$ cat src/rtl/run_cnt.sv
module run_cnt #(
  parameter int unsigned LIMIT = 16,
  localparam int unsigned CW   = (LIMIT < 2) ? 1 : $clog2(LIMIT)
) (
  input  logic clk_i,
  input  logic rst_ni,
  input  logic en_i,
  input  logic restart_i,
  input  logic inc_i,
  output logic hit_o
);
  logic [CW-1:0] cnt_q;

  assign hit_o = en_i && inc_i && (cnt_q == CW'(LIMIT - 1));

  always_ff @(posedge clk_i or negedge rst_ni) begin
    if (!rst_ni)                           cnt_q <= '0;
    else if (restart_i || hit_o)           cnt_q <= '0;
    else if (en_i)                         cnt_q <= inc_i ? cnt_q + 1'b1 : '0;
  end
endmodule

$ cat config.mk
export PLATFORM = sky130hd
export DESIGN_NAME = run_cnt
export DESIGN_NICKNAME = d
export VERILOG_FILES = /design/src/rtl/run_cnt.sv
export SDC_FILE = /design/constraint.sdc
export NUM_CORES = 1
export LEC_CHECK = 0
export CORE_AREA = 2 2 39 41
export CTS_BUF_LIST = sky130_fd_sc_hd__clkbuf_8 sky130_fd_sc_hd__clkbuf_16
export CTS_CLUSTER_DIAMETER = 100
export DETAILED_ROUTE_END_ITERATION = 8
export DIE_AREA = 0 0 41 43
export DONT_BUFFER_PORTS = 1
export GPL_ROUTABILITY_DRIVEN = 0
export GPL_TIMING_DRIVEN = 0
export SLEW_MARGIN = 0
export SYNTH_ARGS = -nofsm -noshare
export SYNTH_HDL_FRONTEND = slang
export SYNTH_SLANG_ARGS = --single-unit
$ cat constraint.sdc
create_clock -name clk_i -period 1.6 [get_ports clk_i]
set_input_delay 0.48 -clock clk_i [delete_from_list [all_inputs] [get_ports clk_i]]
set_output_delay 0.48 -clock clk_i [all_outputs]
set_load 0.01 [all_outputs]
==> flow_summary.yaml, run 1 <==
synth:
  async_set_or_reset_register_ratio_after_synthesis: 1.00
  synth_enable_flop_cells: 0
  most_frequently_used_flop_master_after_synthesis: "sky130_fd_sc_hd__dfrtp_1"
  yosysMostFrequentCell: "sky130_fd_sc_hd__dfrtp_1"
  synthDistinctLibCells: 19
  synthDominantAreaCellType: "sky130_fd_sc_hd__dfrtp_1"
  syn-num-nets: 30
  yosys-top-cells-count: "sky130_fd_sc_hd__dfrtp_1, sky130_fd_sc_hd__a21oi_1, sky130_fd_sc_hd__o21ai_0"
  synthesis.area_um2: 236
  sequential_share_of_the_synthesized_area: 0.423
  synth_largest_type_area_fraction: 0.423
  gate_count_after_technology_mapping: 24
  ys_top_cells_by_area: "sky130_fd_sc_hd__dfrtp_1, sky130_fd_sc_hd__ha_1, sky130_fd_sc_hd__and3_4, sky130_fd_sc_hd__a21oi_1, sky130_fd_sc_hd__and3b_2"
  syn_avg_cell_area_um2: 9.85
  yosys_warnings: 0
  synth.ff_latch_count: 4
setup_path:
  critical_path.reg2reg.endpoint: "cnt_q[0]"
  setup.worst_path.end: "hit_o"
  path_common_cell: "sky130_fd_sc_hd__and3_4"
  cp_data_arrival_time_ns: 1.11
  crit_path_max_fanout: 2
  critical_path.reg2reg.startpoint: "cnt_q[0]"
  critPathKind: "reg2out"
  cp_num_cells: 3
  critical_path.endpoint_type: "primary output"
  path_delay_family: "flip-flops"
  cpPeakStageDelay_ns: 0.36
  worstPathRequired_ns: 1.12
  timing.reg2reg.worst_path_depth: 5
  critical_path_startpoint: "cnt_q[0]"
  path_buf_inv: 0
  start_kind: "flip-flop"
  rrSetupSlack_ns: 0.18
  critical_path_top_delay_cell: "sky130_fd_sc_hd__dfrtp_1"
  path_cells: "ha_2 > and3_4 > and3_4"
sta:
  hold_viol: 0
  timing.clock.skew_ns: 0.00217
  setup_viol: 0
  rsz0062_at_grt: "yes"
  period_needed_ns: 1.59
  final_min_period_over_clock_period: 0.991
  final.hold.worst_slack_ns: 0.329
  clock.fmax_mhz: 631
  worst_slew_pin_slew_ns: 0.251
  timing.final.max_slew_violations: 0
  worst_slew_margin_rel: 0.830
min_path:
  hold_start: "restart_i"
  hold_path.class: "in2reg"
floorplanning:
  placeableCoreArea_mm2: 0.00138
  initial_core_utilization: 0.171
  overall_die_width_um: 41
  core.rowCount: 14
  design.portCount: 6
  die_area_mm2: 0.00176
  die_y_um: 43
routing:
  drt-initial-drc-count: 3
  detail_route.vias_per_cell: 4.55
  top_layer_used: "met3"
  route.met3.wl_um: 47
  antenna_violating_nets_left: 0
  drt-pass1-iter-count: 2
  met2WireLength_um: 245
  wirelength_met1_um: 233
  wirelength_um: 525
  num_vias: 223
  remaining_drc_errors: 0
  routed_wire_length_per_instance_um: 10.7
clock_network:
  cts_root_buffer: "sky130_fd_sc_hd__clkbuf_8"
  cts_buffers: 3
  clockBufferDepth: 2
  cts.sink_count: 4
  cts_tree: "done"
  worstSkewPairLatency_ns: 0.21
  htreeDepth: 1
  worst_setup_hold_path_clk_slew_ns: 0.03
placement:
  detailed_place_hpwl_um: 350
  portBuffers: 0
layout:
  mostFrequentLayoutCell: "sky130_fd_sc_hd__buf_4"
  proportion_of_layout_cells_with_a_drive_suffix_above_1: 0.364
  layout.filler_cells: 160
  reg.largest.list: "cnt_q (4)"
  final_core_utilization: 0.255
  most_frequent_cells_in_the_layout: "sky130_fd_sc_hd__buf_4, sky130_fd_sc_hd__dfrtp_1, sky130_fd_sc_hd__clkbuf_8"
  area.growth.synth_to_final_pct: 49.2
  insertedDiodeCount: 0
  nNetsFinal: 41
  largest_register_ffs: 4
  largest_register: "cnt_q"
outcome:
  status: "completed"
power:
  power_per_cell_area_mw_per_mm2: 926
  power.static_leakage_nw: 0.155
  ir_worst_vdd_mv: 0.262
global_routing:
  grt.overflow.total: 0
  antenna_found_initial: 0
  globalRouteTotalUtil: 0.0706
  first_global_vias: 207
  global_route_wire_length_before_repair_um: 759
  grt_max_degree: 8
run:
  max_cap_violation_count: 0
[timing repair]
action	CTS	global route
hold buffers	1	0
gates resized for setup	2	0
pin swaps	1	2
gates cloned	0	0
setup buffers	4	1
endpoints found under the hold margin	4	0
setup endpoints to repair	1	1
[area by class of cell]
cell class,instances,area (um2),area share
sequential,4,100,0.284
timing repair buffer,6,47.5,0.135
multi-input combinational,20,144,0.408
clock buffer,3,41.3,0.117
tap,16,20.0,0.0567
[metrics by stage]
step	instance area, um2	setup slack, ns	total power, mW	cells	setup TNS, ns
final	353	0.0145	0.327	49	0
after global routing	353	-0.0351	0.348	49	-0.0351
after CTS	345	0.0105	0.333	48	0
after detailed placement	256	0.118	0.118	40	0
after global placement	256	0.130	0.117	40	0
after floorplan	236	0.165	0.116	24	0
[worst register-to-register path: cells and delay by family, from the launching register on]
family                   cells  cell delay, ns
buffers and inverters        1            0.14
AND/OR/NAND/NOR              2            0.50
AO/OA/AOI/OAI                1            0.14
flip-flops                   1            0.38
adder cells (fa/ha/maj)      1            0.19
[power breakdown]
| group | internal (mW) | switching (mW) | leakage, nW |
|---|---|---|---|
| Clock | 0.160 | 0.0434 | 0.0216 |
| Combinational | 0.00936 | 0.00741 | 0.0785 |
| Sequential | 0.105 | 0.00218 | 0.0552 |
[worst min-delay path by stage]
| stage | endpoint | cells after the start |
|---|---|---|
| after floorplan | cnt_q[0] | 0 |
| after global placement | cnt_q[0] | 0 |
| after detailed placement | cnt_q[1] | 0 |
| after CTS | cnt_q[0] | 1 |
| after global routing | cnt_q[0] | 1 |
| final | cnt_q[0] | 1 |
[per-layer routing]
layer | GRT usage | vias up
li1 | - | 111
met1 | 0.0619 | 106
met2 | 0.100 | 6
met3 | 0.0681 | 0
met4 | 0.0400 | 0
met5 | 0 | -
[kinds of logic (layout without fill, tap and decap cells)]
| logic type | count (synthesis) | after routing | synth area share |
|---|---|---|---|
| buffers and inverters | 0 | 9 | 0 |
| DFF | 4 | 4 | 0.423 |
| adders and majority gates | 1 | 1 | 0.0529 |
| AOI/OAI and AO/OA | 6 | 6 | 0.159 |
| and+or+nand+nor | 13 | 13 | 0.365 |
No activity file was read; power rests on OpenSTA's default activity.
==> run 2, diff against run 1 <==
Settings changed: CTS_BUF_LIST sky130_fd_sc_hd__clkbuf_8 sky130_fd_sc_hd__clkbuf_16 to sky130_fd_sc_hd__clkbuf_4.
==> run 2 against run 1 <==
Against the previous run: the flow now finishes with violations (negative setup slack); maximum frequency fell by 1.2%; global-route usage rose by 0.20 points; worst hold slack got worse by 0.019 ns; cell count did not move; total power fell by 26%; sequential cell count did not move; wire length fell by 1.1%; worst setup slack got worse by 0.020 ns; highest routed layer unchanged.
==> flow_summary.yaml, run 2 (synthesized netlist as in run 1, its figures left out) <==
setup_path:
  path_delay_family: "flip-flops"
  critical_path_startpoint: "cnt_q[0]"
  path_common_cell: "sky130_fd_sc_hd__and3_4"
  critical_path.endpoint_type: "primary output"
  critical_path.reg2reg.startpoint: "cnt_q[0]"
  start_kind: "flip-flop"
  path_buf_inv: 0
  cp_data_arrival_time_ns: 1.13
  cpPeakStageDelay_ns: 0.36
  path_cells: "ha_2 > and3_4 > and3_4"
  critPathKind: "reg2out"
  crit_path_max_fanout: 2
  worstPathRequired_ns: 1.12
  critical_path_top_delay_cell: "sky130_fd_sc_hd__dfrtp_1"
floorplanning:
  placeableCoreArea_mm2: 0.00138
  design.portCount: 6
  core.rowCount: 14
  overall_die_width_um: 41
  die_area_mm2: 0.00176
  die_y_um: 43
  initial_core_utilization: 0.171
clock_network:
  cts_buffers: 3
  clockBufferDepth: 2
  worst_setup_hold_path_clk_slew_ns: 0.04
  cts.sink_count: 4
  cts_tree: "done"
  worstSkewPairLatency_ns: 0.23
  cts_root_buffer: "sky130_fd_sc_hd__clkbuf_4"
  htreeDepth: 1
sta:
  timing.final.max_slew_violations: 0
  hold_viol: 0
  setup_viol: 1
  rsz0062_at_grt: "yes"
  clock.fmax_mhz: 623
  worst_slew_margin_rel: 0.830
  fin_tns_setup_ns: -0.00506
  final.hold.worst_slack_ns: 0.310
  period_needed_ns: 1.61
  final_critical_path_setup_slack_ns: -0.00506
  worst_slew_pin_slew_ns: 0.251
  timing.clock.skew_ns: 0.00404
  final_min_period_over_clock_period: 1.00
power:
  ir_worst_vdd_mv: 0.191
  pwr-share-seq: 0.442
  pwr-share-clk: 0.489
  power_per_cell_area_mw_per_mm2: 724
  sw_frac_of_total: 0.183
  power.static_leakage_nw: 0.147
  power.internal_mw: 0.197
  p_switching_mw: 0.0443
  pwr-share-comb: 0.069
global_routing:
  grt.overflow.total: 0
  antenna_found_initial: 0
  grt_max_degree: 8
  first_global_vias: 202
  globalRouteTotalUtil: 0.0726
  global_route_wire_length_before_repair_um: 759
routing:
  drt-initial-drc-count: 2
  detail_route.vias_per_cell: 4.55
  antenna_violating_nets_left: 0
  remaining_drc_errors: 0
  num_vias: 223
  wirelength_um: 519
  drt-pass1-iter-count: 2
  routed_wire_length_per_instance_um: 10.6
layout:
  largest_register: "cnt_q"
  nNetsFinal: 41
  layout.cell_area.non_filler_um2: 334
  mostFrequentLayoutCell: "sky130_fd_sc_hd__buf_4"
  largest_register_ffs: 4
  multi_input_comb_area_um2: 144
  proportion_of_layout_cells_with_a_drive_suffix_above_1: 0.364
  area.growth.synth_to_final_pct: 41.3
  ff_latch_area_um2: 100
  layout.filler_cells: 161
  reg.largest.list: "cnt_q (4)"
  final_core_utilization: 0.241
  most_frequent_cells_in_the_layout: "sky130_fd_sc_hd__buf_4, sky130_fd_sc_hd__dfrtp_1, sky130_fd_sc_hd__clkbuf_4"
  insertedDiodeCount: 0
placement:
  detailed_place_hpwl_um: 350
  post_dp_cell_area_um2: 256
  portBuffers: 0
min_path:
  hold_start: "restart_i"
  hold_path.class: "in2reg"
outcome:
  violations: "negative setup slack"
  status: "finished, violations left"
run:
  max_cap_violation_count: 0
==> run 2: cell counts in the layout (fill, tap and decap cells not counted) <==
No cell type changed its count.
==> run 2: final timing paths <==
| kind | depth (start not counted) | slack, ns | end |
|---|---|---|---|
| worst min-delay path | 1 | 0.31 | cnt_q[0] |
| max in group asynchronous | 1 | 0.91 | cnt_q[2] |
| worst max register to register | 5 | 0.18 | cnt_q[0] |
| min in group asynchronous | 1 | 0.52 | cnt_q[3] |
| worst min register to register | 1 | 0.56 | cnt_q[3] |
| worst max-delay path | 3 | -0.005 | hit_o |
==> run 2: timing repair <==
action,in CTS,in global routing
endpoints found under the setup margin,1,1
endpoints found under the hold margin,4,0
resized for setup,2,0
hold buffers,1,0
setup buffers,4,1
pin swaps,2,1
cloned,0,0
==> run 2: final cells by class <==
class                   instances  area share
clock buffers                   3      0.0674
multi-input cells              20       0.431
flip-flops and latches          4       0.300
well taps                      16      0.0599
repair buffers                  6       0.142
==> run 2: stage by stage <==
stage	setup WS, ns	total power, mW	cells
2_1_floorplan	0.165	0.116	24
6_report	-0.00506	0.242	49
3_5_place_dp	0.118	0.118	40
3_3_place_gp	0.130	0.117	40
4_1_cts	-0.00236	0.249	48
5_1_grt	-0.0686	0.266	49
==> run 2: worst register-to-register path, delay by kind of cell, from the launching register on <==
kind            cells  cell delay, ns
simple gates        2            0.50
compound gates      1            0.14
flops               1            0.38
buf+inv             1            0.14
fa+ha+maj           1            0.19
==> run 2: power by group through the flow <==
stage | Clock [mW] | Combinational (mW) | Sequential, mW
3_5_place_dp | 0 | 0.00929 | 0.108
2_1_floorplan | 0 | 0.00808 | 0.108
6_report | 0.118 | 0.0168 | 0.107
3_3_place_gp | 0 | 0.00912 | 0.108
5_1_grt | 0.140 | 0.0191 | 0.107
4_1_cts | 0.125 | 0.0168 | 0.107
==> run 2: routing by layer <==
metal | vias up | global-route usage | share of wire
li1 | 112 | - | -
met1 | 105 | 0.0619 | 0.44
met2 | 6 | 0.0969 | 0.47
met3 | 0 | 0.0681 | 0.091
met4 | 0 | 0.0600 | 0
met5 | - | 0 | 0
